$ cat src/rtl/scan_dr_pkg.sv
package scan_dr_pkg;
  typedef enum logic [1:0] {
    SEL_BYPASS = 2'b00,
    SEL_IDENT  = 2'b01,
    SEL_USER   = 2'b10,
    SEL_GROUP  = 2'b11
  } dr_sel_e;

  localparam int          TAG_W      = 4;
  localparam logic [31:0] ID_DEFAULT = 32'h0000_836F;
endpackage

$ cat src/rtl/dr_stage.sv
module dr_stage #(
  parameter int           W       = 8,
  parameter logic [W-1:0] RST_VAL = '0
) (
  input  logic         tck,
  input  logic         trst_n,
  input  logic         load,
  input  logic [W-1:0] load_val,
  input  logic         shift,
  input  logic         sin,
  output logic [W-1:0] q
);
  logic [W-1:0] nxt_shift;

  generate
    if (W == 1) begin : g_single
      assign nxt_shift = sin;
    end else begin : g_multi
      assign nxt_shift = {sin, q[W-1:1]};
    end
  endgenerate

  always_ff @(posedge tck or negedge trst_n) begin
    if (!trst_n)    q <= RST_VAL;
    else if (load)  q <= load_val;
    else if (shift) q <= nxt_shift;
  end
endmodule

$ cat src/rtl/mcast_group.sv
module mcast_group import scan_dr_pkg::*; #(
  parameter int ADDR_W = 8,
  parameter int GRP_W  = 2
) (
  input  logic              tck,
  input  logic              trst_n,
  input  logic              clear,
  input  logic              commit,
  input  logic [GRP_W-1:0]  new_grp,
  input  logic [ADDR_W-1:0] addr,
  output logic [GRP_W-1:0]  grp,
  output logic              hit
);
  localparam int              CARE_W    = GRP_W + TAG_W;
  localparam logic [ADDR_W-1:0] CARE_MASK = ADDR_W'({CARE_W{1'b1}});
  localparam logic [ADDR_W-1:0] TAG_PAT   = ADDR_W'({{TAG_W{1'b1}}, {GRP_W{1'b0}}});

  logic [ADDR_W-1:0] want;

  always_ff @(posedge tck or negedge trst_n) begin
    if (!trst_n)     grp <= '0;
    else if (clear)  grp <= '0;
    else if (commit) grp <= new_grp;
  end

  assign want = TAG_PAT | ADDR_W'(grp);
  assign hit  = ((addr & CARE_MASK) == want);
endmodule

$ cat src/rtl/tdo_retime.sv
module tdo_retime #(
  parameter int N_SRC = 4,
  parameter int SEL_W = $clog2(N_SRC)
) (
  input  logic             tck,
  input  logic             trst_n,
  input  logic [N_SRC-1:0] lsb,
  input  logic [SEL_W-1:0] sel,
  output logic             tdo
);
  always_ff @(negedge tck or negedge trst_n) begin
    if (!trst_n) tdo <= 1'b0;
    else         tdo <= lsb[sel];
  end
endmodule

$ cat src/rtl/scan_dr_bank.sv
module scan_dr_bank import scan_dr_pkg::*; #(
  parameter int              ADDR_W   = 8,
  parameter int              GRP_W    = 2,
  parameter int              ID_W     = 32,
  parameter int              USER_W   = 8,
  parameter logic [ID_W-1:0] ID_VALUE = ID_W'(ID_DEFAULT)
) (
  input  logic              tck,
  input  logic              trst_n,
  input  logic              tlr,
  input  logic              capture_dr,
  input  logic              shift_dr,
  input  logic              update_dr,
  input  logic              capture_ir,
  input  logic [1:0]        dr_sel,
  input  logic              tdi,
  input  logic [ADDR_W-1:0] dev_addr,
  output logic              tdo,
  output logic [GRP_W-1:0]  group_id,
  output logic              mcast_hit
);
  localparam int N_SRC = 4;

  dr_sel_e sel;
  logic sel_byp, sel_id, sel_usr, sel_grp;
  logic [0:0]        byp_q;
  logic [ID_W-1:0]   id_q;
  logic [USER_W-1:0] usr_q;
  logic [GRP_W-1:0]  gs_q;
  logic [GRP_W-1:0]  gs_load;
  logic [N_SRC-1:0]  lsb_bus;

  assign sel     = dr_sel_e'(dr_sel);
  assign sel_byp = (sel == SEL_BYPASS);
  assign sel_id  = (sel == SEL_IDENT);
  assign sel_usr = (sel == SEL_USER);
  assign sel_grp = (sel == SEL_GROUP);

  // Reset strobe first, then capture, then shift.
  dr_stage #(.W(1), .RST_VAL(1'b0)) u_byp (
    .tck(tck), .trst_n(trst_n),
    .load(tlr | (capture_dr & sel_byp)), .load_val(1'b0),
    .shift(shift_dr & sel_byp), .sin(tdi), .q(byp_q)
  );

  dr_stage #(.W(ID_W), .RST_VAL(ID_VALUE)) u_id (
    .tck(tck), .trst_n(trst_n),
    .load(tlr | capture_ir | (capture_dr & sel_id)), .load_val(ID_VALUE),
    .shift(shift_dr & sel_id), .sin(tdi), .q(id_q)
  );

  dr_stage #(.W(USER_W), .RST_VAL('0)) u_usr (
    .tck(tck), .trst_n(trst_n),
    .load(tlr | (capture_dr & sel_usr)), .load_val('0),
    .shift(shift_dr & sel_usr), .sin(tdi), .q(usr_q)
  );

  assign gs_load = tlr ? '0 : group_id;

  dr_stage #(.W(GRP_W), .RST_VAL('0)) u_gs (
    .tck(tck), .trst_n(trst_n),
    .load(tlr | (capture_dr & sel_grp)), .load_val(gs_load),
    .shift(shift_dr & sel_grp), .sin(tdi), .q(gs_q)
  );

  mcast_group #(.ADDR_W(ADDR_W), .GRP_W(GRP_W)) u_grp (
    .tck(tck), .trst_n(trst_n),
    .clear(tlr), .commit(update_dr & sel_grp), .new_grp(gs_q),
    .addr(dev_addr), .grp(group_id), .hit(mcast_hit)
  );

  assign lsb_bus[SEL_BYPASS] = byp_q[0];
  assign lsb_bus[SEL_IDENT]  = id_q[0];
  assign lsb_bus[SEL_USER]   = usr_q[0];
  assign lsb_bus[SEL_GROUP]  = gs_q[0];

  tdo_retime #(.N_SRC(N_SRC)) u_tdo (
    .tck(tck), .trst_n(trst_n), .lsb(lsb_bus), .sel(dr_sel), .tdo(tdo)
  );
endmodule

$ cat config.mk
export PLATFORM = sky130hd
export DESIGN_NAME = scan_dr_bank
export DESIGN_NICKNAME = d
export VERILOG_FILES = /design/src/rtl/scan_dr_pkg.sv /design/src/rtl/dr_stage.sv /design/src/rtl/mcast_group.sv /design/src/rtl/tdo_retime.sv /design/src/rtl/scan_dr_bank.sv
export SDC_FILE = /design/constraint.sdc
export NUM_CORES = 1
export LEC_CHECK = 0
export BUFFER_PORTS_ARGS = -buffer_cell sky130_fd_sc_hd__clkbuf_2
export CORE_MARGIN = 5
export CORE_UTILIZATION = 43
export CTS_BUF_LIST = sky130_fd_sc_hd__clkbuf_8 sky130_fd_sc_hd__clkbuf_16
export DETAILED_ROUTE_END_ITERATION = 10
export SLEW_MARGIN = 0
export SYNTH_ARGS = -nofsm -noshare
export SYNTH_HDL_FRONTEND = slang
export SYNTH_SLANG_ARGS = --single-unit
$ cat constraint.sdc
create_clock -name tck -period 1.3 [get_ports tck]
set_input_delay 0.26 -clock tck [delete_from_list [all_inputs] [get_ports tck]]
set_output_delay 0.26 -clock tck [all_outputs]
set_load 0.01 [all_outputs]
Word level (Yosys, flattened, before mapping)

Index checks and enable logic that the tools add are counted.

Word-level logic and storage cells: 44
Flip-flop bits (word level): 46
Output and inout port bits: 4
Bits of input ports: 18

$lt $le $gt $ge: 1
Multiplexer cells: 13
Bitwise operators: 14
Reduce and logical (&&, ||, !) cells: 6
Equal/unequal tests: 4

Operator list:

| cell                                                | count |
|---|---|
| 2-to-1 mux 32 bit                                   | 2 |
| 2-to-1 mux 8 bit                                    | 2 |
| 2-to-1 mux 2 bit                                    | 5 |
| nonzero test 2 bit                                  | 5 |
| bitwise AND 1 bit                                   | 9 |
| == test 6 bit                                       | 1 |
| bitwise OR 1 bit                                    | 5 |
| == test 2 bit (second input constant)               | 2 |
| < comparator 2 x 3 -> 1 bit (second input constant) | 1 |
| 2-to-1 mux 1 bit                                    | 3 |
| binary-select mux 1 bit (select 2 bit)              | 1 |
| == test 2 x 1 -> 1 bit (second input constant)      | 1 |
| logical NOT 2 bit                                   | 1 |

Longest topological paths before layout

Gate-level depths: netlist (run 1).

Depth in word-level cells: 4
Gate-level depth with buffers: 6
Gate-level depth less buffers: 3

Cells and area by module

A second synthesis (run 1) with hierarchy kept.

Cells, all modules: 213
Area total of the unflattened synthesis: 2296.0 sq um

Modules (own cells, without submodules):

| module            | cells each | times used | area an instance (sq um) | seq. area each (sq um) |
|---|---|---|---|---|
| dr_stage at u_id  | 139        | 1          | 1526.5                   | 812.0 |
| dr_stage at u_usr | 34         | 1          | 372.9                    | 200.2 |
| mcast_group       | 10         | 1          | 111.4                    | 50.0 |
| scan_dr_bank      | 16         | 1          | 106.4                    | 0.0 |
| dr_stage at u_gs  | 8          | 1          | 87.6                     | 50.0 |
| tdo_retime        | 2          | 1          | 47.5                     | 25.0 |
| dr_stage at u_byp | 4          | 1          | 43.8                     | 25.0 |

==> results of run 1 <==
[metal layers]
| layer | up-vias | share of wire |
|---|---|---|
| met4 | 0 | 0.0050 |
| li1 | 726 | - |
| met1 | 708 | 0.49 |
| met5 | - | 0 |
| met3 | 2 | 0.033 |
| met2 | 17 | 0.47 |
[tightest hold or removal path, stage by stage]
cell and delay, ns:
clkbuf_2 0.12, nand2_1 0.08, a21oi_2 0.05
[how the worst max path moves through the flow]
stage              start   endpoint  slack [ns]  depth (start not counted)
2_1_floorplan  dr_sel[0]  u_tdo.tdo       -0.35                          2
6_report       u_tdo.tdo        tdo       -0.42                          1
3_5_place_dp   dr_sel[0]  u_tdo.tdo       -0.40                          2
5_1_grt        u_tdo.tdo        tdo       -0.45                          1
3_3_place_gp   dr_sel[0]  u_tdo.tdo       -0.37                          2
4_1_cts        u_tdo.tdo        tdo       -0.44                          1
[kinds of logic after synthesis]
logic type | after synthesis | synth area share
buf+inv | 15 | 0.04621
flops | 46 | 0.5576
simple gates | 95 | 0.1915
mux | 13 | 0.06843
xor+xnor | 2 | 0.008405
compound gates | 31 | 0.1279
[Yosys cell counts, types with 2 or more instances]
library cell | count | area [µm²]
nand3b_1 | 2 | 15.01
dfstp_2 | 9 | 236.5
buf_2 | 8 | 40.04
nand2_1 | 65 | 244.0
a211oi_1 | 2 | 15.01
mux2i_1 | 12 | 120.1
buf_6 | 3 | 33.78
nor2_1 | 13 | 48.80
dfrtp_1 | 36 | 900.9
xor2_1 | 2 | 17.52
nand3_1 | 10 | 50.05
a21oi_1 | 4 | 20.02
a21oi_2 | 20 | 175.2
buf_4 | 2 | 15.01
[power by group through the flow]
stage / Sequential [mW] / Clock (mW) / Combinational (mW)
floorplan: 1.49 / 0 / 0.131
global placement: 1.49 / 0 / 0.232
detailed placement: 1.49 / 0 / 0.234
CTS: 1.46 / 1.01 / 0.238
global route: 1.46 / 1.07 / 0.262
finish: 1.46 / 0.967 / 0.233
[final cells by class]
cell class                      instances  area (µm²)
Clock buffer                            7       96.34
Clock inverter                          1       8.758
Fill cell                             434        2280
Inverter                                1       3.754
Multi-Input combinational cell        141       825.8
Sequential cell                        46        1162
Tap cell                               67       83.83
Timing Repair Buffer                   36       262.8
[repair_timing]
item / in CTS / in global routing
cloned: 0 / 0
setup endpoints to repair: 3 / 3
hold endpoints to repair: 20 / 0
hold buffers: 1 / 0
pin swaps: 2 / 2
buffers inserted: 1 / 2
gates resized for setup: 0 / 2
[cells in the final DEF, fill, tap and decap left out, drive strengths merged, types with 2 or more instances in the layout]
cell    synthesis  layout
nand2          65      65
a211oi          3       3
clkbuf          0      24
buf            14      18
nor2           13      13
nand3          10      10
dfrtp          36      36
mux2i          12      12
nand3b          2       2
a21oi          24      24
dfstp           9       9
xor2            2       2
[flip-flops by register name (all words and copies together), names as in the netlist]
signal	flops
u_usr.q	8
u_tdo.tdo	1
u_gs.q	2
u_byp.q	1
u_grp.grp	2
u_id.q	32
[per-stage QoR]
step / worst slack (ns) / hold WS [ns] / instance area (µm²)
global placement: -0.3740 / 0.2667 / 2306
global route: -0.4504 / 0.2331 / 2444
finish: -0.4159 / 0.2357 / 2444
floorplan: -0.3500 / -0.03559 / 2088
CTS: -0.4352 / 0.2329 / 2429
detailed placement: -0.3963 / 0.2722 / 2306
==> flow_metrics.env, run 1 <==
export IMPL_p_per_area_mw_per_mm2=1089
export IMPL_dr_pass1_iters=4
export IMPL_final_cells=299
export IMPL_start_util=0.4413
export IMPL_worst_clock_skew_ns=0.01823
export IMPL_pwr_share_seq=0.549
export IMPL_outcome="complete, but fails checks"
export IMPL_antenna_cells=0
export IMPL_critPathMaxFanout=1
export IMPL_grt_max_degree=33
export IMPL_worstPathCellList="buf_2"
export IMPL_synthCells=202
export IMPL_synth_distinct_cells=28
export IMPL_internal_power_mw=2.032
export IMPL_viasPerCell=4.860
export IMPL_leakage_nw=1.135
export IMPL_die_w_um=79.63
export IMPL_setup_ws_ns=-0.4159
export IMPL_drv_cap=0
export IMPL_first_iter_violations=118
export IMPL_relSlewSlack=0.7582
export IMPL_via_count=1453
export IMPL_min_path_cells=3
export IMPL_rsz0062_at_grt="yes"
export IMPL_yosysWarnings=0
export IMPL_cts_tree="done"
export IMPL_cts_buffers=5
export IMPL_synth_ff_type="dfrtp_1"
export IMPL_die_area_mm2=0.006340
export IMPL_cpPeakStageDelay_ns=0.38
export IMPL_cp_buffers_inverters=1
export IMPL_grt_pass1_wl_um=6851
export IMPL_failed_checks="negative setup slack"
export IMPL_r2r_start="u_usr.q[0]"
export IMPL_ys_ff_latch=46
export IMPL_dp_cells=287
export IMPL_synth_edff_count=0
export IMPL_synthArstFlopShare=1.000
export IMPL_peakVddDrop_v=0.0007077
export IMPL_slowest_stage="dfrtn_1"
export IMPL_syn2layout_area_growth_pct=17.23
export IMPL_routedWlPerCell_um=12.81
export IMPL_p_sw_uw=628.6
export IMPL_nNetsFinal=249
export IMPL_r2r_slack_ns=-0.38
export IMPL_grt_pass1_vias=1494
export IMPL_clkPwrFrac=0.364
export IMPL_hold_violations=0
export IMPL_coreArea_mm2=0.004723
export IMPL_use_met1=0.1837
export IMPL_drt_wl_total_um=3831
export IMPL_cp_required_ns=1.04
export IMPL_portBuffers=19
export IMPL_avgSynthCellArea_um2=10.32
export IMPL_start_kind="flip-flop"
export IMPL_hold_path_startpoint="tdi"
export IMPL_finalSetupTns_ns=-0.9714
export IMPL_clk_pin_slew_ns=0.10
export IMPL_ant_nets=0
export IMPL_gp_congestion=0.7641
export IMPL_p_total_mw=2.660
export IMPL_cts_root_buf="clkbuf_8"
export IMPL_tightestPinTransition_ns=0.3627
export IMPL_hold_end="u_id.q[31]"
export IMPL_top_usage_layer="met2"
export IMPL_rows=25
export IMPL_pwr_share_comb=0.088
export IMPL_final_util=0.5174
export IMPL_swShare=0.2363
export IMPL_grt_usage=0.1384
export IMPL_hp_class="input port to flip-flop"
export IMPL_crit_family="flip-flops"
export IMPL_critPathKind="flip-flop to output port"
export IMPL_drc=0
export IMPL_drive_above_1_share=0.3319
export IMPL_reg2reg_depth=1
export IMPL_ios=22
export IMPL_slew_viol_final=0
export IMPL_syn_nets=220
export IMPL_rr_endpoint="u_tdo.tdo"
export IMPL_cts_htree_levels=2
export IMPL_worstPathArrival_ns=1.46
export IMPL_netlist_area_mm2=0.002084
export IMPL_met3_usage=0.04176
export IMPL_clockBufferDepth=2
export IMPL_ys_seq_area_frac=0.5576
export IMPL_die_h_um=79.63
export IMPL_setup_violations=4
export IMPL_antenna_found_initial=0
export IMPL_clk_latency_ns=0.30
export IMPL_post_dp_hpwl_um=2469
export IMPL_worst_setup_path_end_kind="output port"
export IMPL_overflow=0
export IMPL_gr_usage_met2=0.2195
export IMPL_cts_sink_count=46
(Power assumes the default switching activity.)
==> run 2: changes to the inputs <==
--- a/config.mk
+++ b/config.mk
@@ -6,8 +6,8 @@
 export NUM_CORES = 1
 export LEC_CHECK = 0
 export BUFFER_PORTS_ARGS = -buffer_cell sky130_fd_sc_hd__clkbuf_2
-export CORE_MARGIN = 5
-export CORE_UTILIZATION = 43
+export CORE_MARGIN = 2
+export CORE_UTILIZATION = 45
 export CTS_BUF_LIST = sky130_fd_sc_hd__clkbuf_8 sky130_fd_sc_hd__clkbuf_16
 export DETAILED_ROUTE_END_ITERATION = 10
 export SLEW_MARGIN = 0
==> flow_metrics.env, run 2 (synthesis results as in run 1) <==
export IMPL_nNetsFinal=253
export IMPL_hold_violations=0
export IMPL_hp_class="input port to flip-flop"
export IMPL_p_total_mw=2.507
export IMPL_outcome="complete, but fails checks"
export IMPL_largest_register_ff_count=32
export IMPL_peakVddDrop_v=0.0008106
export IMPL_clockBufferDepth=2
export IMPL_viasPerCell=5.181
export IMPL_cts_htree_levels=2
export IMPL_tightestPinTransition_ns=0.3727
export IMPL_cts_root_buf="clkbuf_8"
export IMPL_drt_wl_total_um=3891
export IMPL_cp_buffers_inverters=1
export IMPL_final_common_cell="nand2_1"
export IMPL_coreArea_mm2=0.004414
export IMPL_start_kind="flip-flop"
export IMPL_cpPeakStageDelay_ns=0.40
export IMPL_relSlewSlack=0.7515
export IMPL_worst_setup_path_end_kind="output port"
export IMPL_drc=0
export IMPL_hold_end="u_byp.q"
export IMPL_worst_clock_skew_ns=0.009552
export IMPL_cp_required_ns=1.04
export IMPL_critPathKind="flip-flop to output port"
export IMPL_final_cells=287
export IMPL_worstPathArrival_ns=1.47
export IMPL_routedWlPerCell_um=13.56
export IMPL_r2r_slack_ns=-0.35
export IMPL_die_area_mm2=0.005193
export IMPL_finalSetupTns_ns=-0.9231
export IMPL_hold_path_startpoint="tlr"
export IMPL_leakage_nw=1.134
export IMPL_first_iter_violations=111
export IMPL_regMostFlops="u_id.q"
export IMPL_reg2reg_depth=1
export IMPL_die_h_um=72.06
export IMPL_via_count=1487
export IMPL_slowest_stage="dfrtn_1"
export IMPL_fin_area_mm2=0.002405
export IMPL_drive_above_1_share=0.3362
export IMPL_post_place_ws_ns=-0.3774
export IMPL_die_w_um=72.06
export IMPL_overflow=0
export IMPL_clk_pin_slew_ns=0.08
export IMPL_grt_max_degree=30
export IMPL_cts_tree="done"
export IMPL_grt_pass1_vias=1469
export IMPL_setup_violations=4
export IMPL_gp_congestion=0.7828
export IMPL_critPathMaxFanout=1
export IMPL_placed_cell_area_mm2=0.002270
export IMPL_reg_largest_list="u_id.q x32, u_usr.q x8"
export IMPL_crit_family="flip-flops"
export IMPL_worstPathCellList="buf_2"
export IMPL_clk_latency_ns=0.29
export IMPL_rr_endpoint="u_tdo.tdo"
export IMPL_cts_buffers=5
export IMPL_antenna_found_initial=0
export IMPL_drv_cap=0
export IMPL_start_util=0.4722
export IMPL_failed_checks="negative setup slack"
export IMPL_rsz0062_at_grt="yes"
export IMPL_syn2layout_area_growth_pct=15.37
export IMPL_rows=24
export IMPL_nFillCells=381
export IMPL_grt_usage=0.1680
export IMPL_p_per_area_mw_per_mm2=1043
export IMPL_portBuffers=19
export IMPL_antenna_cells=0
export IMPL_post_dp_hpwl_um=2619
export IMPL_slew_viol_final=0
export IMPL_min_path_cells=2
export IMPL_ios=22
export IMPL_final_cell_mix="nand2_1, dfrtp_1, a21oi_2"
export IMPL_setup_ws_ns=-0.4324
export IMPL_cts_sink_count=46
export IMPL_ant_nets=0
export IMPL_dr_pass1_iters=4
export IMPL_r2r_start="u_gs.q[0]"
export IMPL_crit_start="u_tdo.tdo"
export IMPL_grt_pass1_wl_um=6803
export IMPL_dp_cells=273
run 2: cell types whose count changed in the layout (fill, tap and decap cells not counted):
cell	delta
clkbuf_8	-2
inv_1	+1
buf_4	+6
clkinv_4	-1
buf_12	-2
clkinvlp_4	+1
run 2: power by group:
part / internal (mW) / switching [mW] / total (mW)
sequential: 1.45 / 0.00861 / 1.46
clock: 0.361 / 0.451 / 0.812
combinational: 0.0924 / 0.143 / 0.235
run 2: layout make-up:
type	instances	area, µm²	share of cell area
flip-flops and latches	46	1162	0.4833
clock buffers	5	68.82	0.02862
repair buffers	40	267.8	0.1113
well taps	52	65.06	0.02706
multi-input cells	141	825.8	0.3434
clock inverters	2	11.26	0.004683
inverters	1	3.754	0.001561
run 2: stage by stage:
stage | util | hold WS, ns
2_1_floorplan | - | -0.03559
3_3_place_gp | 0.5142 | 0.2567
3_5_place_dp | 0.5142 | 0.2782
4_1_cts | 0.5414 | 0.2475
6_report | 0.5448 | 0.2620
5_1_grt | 0.5448 | 0.2556
run 2: metal layers:
layer  GRT usage  routed length, µm
met5           0                  0
met4     0.05870                 44
met3     0.04861                 97
met2      0.2661               1879
met1      0.2214               1869
run 2: what timing repair did:
item                                   CTS  global route
hold buffers                             1             0
setup endpoints to repair                3             3
endpoints found under the hold margin   13             0
gates resized for setup                  0             2
pin swaps                                2             2
buffers inserted                         4             2
run 2: how the worst max path moves through the flow:
stage                endpoint  slack (ns)  cells past startpoint
floorplan           u_tdo.tdo       -0.35                      2
finish                    tdo       -0.43                      1
detailed placement  u_tdo.tdo       -0.38                      2
global route              tdo       -0.44                      1
CTS                       tdo       -0.44                      1
global placement    u_tdo.tdo       -0.37                      2
==> run 3: changes to the inputs <==
--- a/config.mk
+++ b/config.mk
@@ -6,10 +6,11 @@
 export NUM_CORES = 1
 export LEC_CHECK = 0
 export BUFFER_PORTS_ARGS = -buffer_cell sky130_fd_sc_hd__clkbuf_2
-export CORE_MARGIN = 2
+export CORE_MARGIN = 5
 export CORE_UTILIZATION = 45
 export CTS_BUF_LIST = sky130_fd_sc_hd__clkbuf_8 sky130_fd_sc_hd__clkbuf_16
 export DETAILED_ROUTE_END_ITERATION = 10
+export RECOVER_POWER = 50
 export SLEW_MARGIN = 0
 export SYNTH_ARGS = -nofsm -noshare
 export SYNTH_HDL_FRONTEND = slang
==> flow_metrics.env, run 3 (synthesis results as in run 1) <==
export IMPL_slowest_stage="dfrtn_1"
export IMPL_cpPeakStageDelay_ns=0.39
export IMPL_drive_above_1_share=0.3319
export IMPL_gp_congestion=0.7498
export IMPL_viasPerCell=5.164
export IMPL_clockBufferDepth=2
export IMPL_nNetsFinal=252
export IMPL_final_common_cell="nand2_1"
export IMPL_reg_largest_list="u_id.q x32, u_usr.q x8"
export IMPL_nFillCells=413
export IMPL_tightestPinTransition_ns=0.4210
export IMPL_failed_checks="negative setup slack"
export IMPL_cp_buffers_inverters=1
export IMPL_final_cell_mix="nand2_1, dfrtp_1, a21oi_2"
export IMPL_regMostFlops="u_id.q"
export IMPL_reg2reg_depth=1
export IMPL_drc=0
export IMPL_via_count=1482
export IMPL_cts_buffers=5
export IMPL_antenna_found_initial=0
export IMPL_syn2layout_area_growth_pct=15.43
export IMPL_critPathMaxFanout=1
export IMPL_cts_root_buf="clkbuf_8"
export IMPL_r2r_slack_ns=-0.35
export IMPL_worst_clock_skew_ns=0.006253
export IMPL_cp_num_cells=1
export IMPL_cts_tree="done"
export IMPL_drv_cap=0
export IMPL_clk_pin_slew_ns=0.08
export IMPL_grt_pass1_vias=1527
export IMPL_crit_path_end="tdo"
export IMPL_outcome="complete, but fails checks"
export IMPL_ios=22
export IMPL_drt_wl_total_um=4044
export IMPL_rsz0062_at_grt="yes"
export IMPL_worstPathArrival_ns=1.45
export IMPL_crit_start="u_tdo.tdo"
export IMPL_largest_register_ff_count=32
export IMPL_p_per_area_mw_per_mm2=1071
export IMPL_portBuffers=19
export IMPL_setup_violations=4
export IMPL_r2r_start="u_gs.q[0]"
export IMPL_coreArea_mm2=0.004414
export IMPL_min_path_cells=3
export IMPL_peakVddDrop_v=0.0006819
export IMPL_die_w_um=78.06
export IMPL_die_area_mm2=0.006093
export IMPL_post_dp_hpwl_um=2772
export IMPL_rr_endpoint="u_tdo.tdo"
export IMPL_worst_setup_path_end_kind="output port"
export IMPL_slew_viol_final=0
export IMPL_rows=24
export IMPL_dr_pass1_iters=4
export IMPL_hold_violations=0
export IMPL_start_kind="flip-flop"
export IMPL_leakage_nw=1.124
export IMPL_setup_ws_ns=-0.4124
export IMPL_overflow=0
export IMPL_clk_latency_ns=0.29
export IMPL_grt_pass1_wl_um=7079
export IMPL_hp_class="input port to flip-flop"
export IMPL_post_place_ws_ns=-0.3756
export IMPL_grt_max_degree=30
export IMPL_critPathKind="flip-flop to output port"
export IMPL_cp_required_ns=1.04
export IMPL_grt_usage=0.1400
export IMPL_routedWlPerCell_um=14.09
export IMPL_antenna_cells=0
export IMPL_worstPathCellList="buf_2"
export IMPL_ant_nets=0
export IMPL_crit_family="flip-flops"
export IMPL_cts_sink_count=46
export IMPL_die_h_um=78.06
export IMPL_start_util=0.4722
export IMPL_cts_htree_levels=2
export IMPL_whs_ns=0.2622
export IMPL_relSlewSlack=0.7193
export IMPL_first_iter_violations=71
[run 3: worst min path at each step]
stage | startpoint | to | slack (ns)
after CTS | tdi | u_id.q[31] | 0.26
after detailed placement | trst_n | u_usr.q[0] | 0.26
after floorplan | trst_n | u_byp.q | -0.04
after global placement | trst_n | u_byp.q | 0.26
after global routing | tdi | u_id.q[31] | 0.24
final | tdi | u_id.q[31] | 0.26
[run 3: area by class of cell]
type,count,area [µm²],area share
sequential,46,1162,0.4831
clock buffer,6,82.58,0.03432
inverter,1,3.754,0.001560
multi-input combinational,141,830.8,0.3453
clock inverter,2,12.51,0.005200
timing repair buffer,39,249.0,0.1035
tap,52,65.06,0.02704
[run 3: per-stage QoR]
stage                     TNS (ns)  cells    util  power, mW  instance area, µm²
after floorplan            -0.3722    202       -      1.619                2088
after global placement      -1.991    273  0.5142      1.705                2270
after detailed placement    -3.109    273  0.5142      1.717                2270
after CTS                  -0.9453    285  0.5431      2.614                2397
after global routing        -1.297    287  0.5451      2.711                2406
final                      -0.9004    287  0.5451      2.577                2406
[run 3: routing by layer]
metal,share of wire,vias to the layer above,track usage
met3,0.020,0,0.03776
met4,0,0,0.02027
li1,-,731,-
met1,0.47,741,0.1844
met2,0.51,10,0.2368
met5,0,-,0
[run 3: worst min-delay path, stage by stage]
cell,delay (ns)
clkbuf_2,0.13
nand2_1,0.08
a21oi_2,0.05
[run 3: power by group]
group | total (mW) | internal, mW | leakage (nW) | switching (mW)
logic | 0.234 | 0.0884 | 0.468 | 0.145
registers | 1.46 | 1.45 | 0.609 | 0.00824
clock network | 0.884 | 0.427 | 0.0472 | 0.456
total | 2.58 | 1.97 | 1.12 | 0.610
[run 3: repair_timing]
| action | 4_1_cts | 5_1_grt |
|---|---|---|
| resized for setup | 0 | 3 |
| hold buffers | 1 | 0 |
| hold endpoints to repair | 13 | 0 |
| pin swaps | 2 | 1 |
| setup buffers | 3 | 2 |
| gates cloned | 0 | 0 |
| setup endpoints to repair | 3 | 3 |
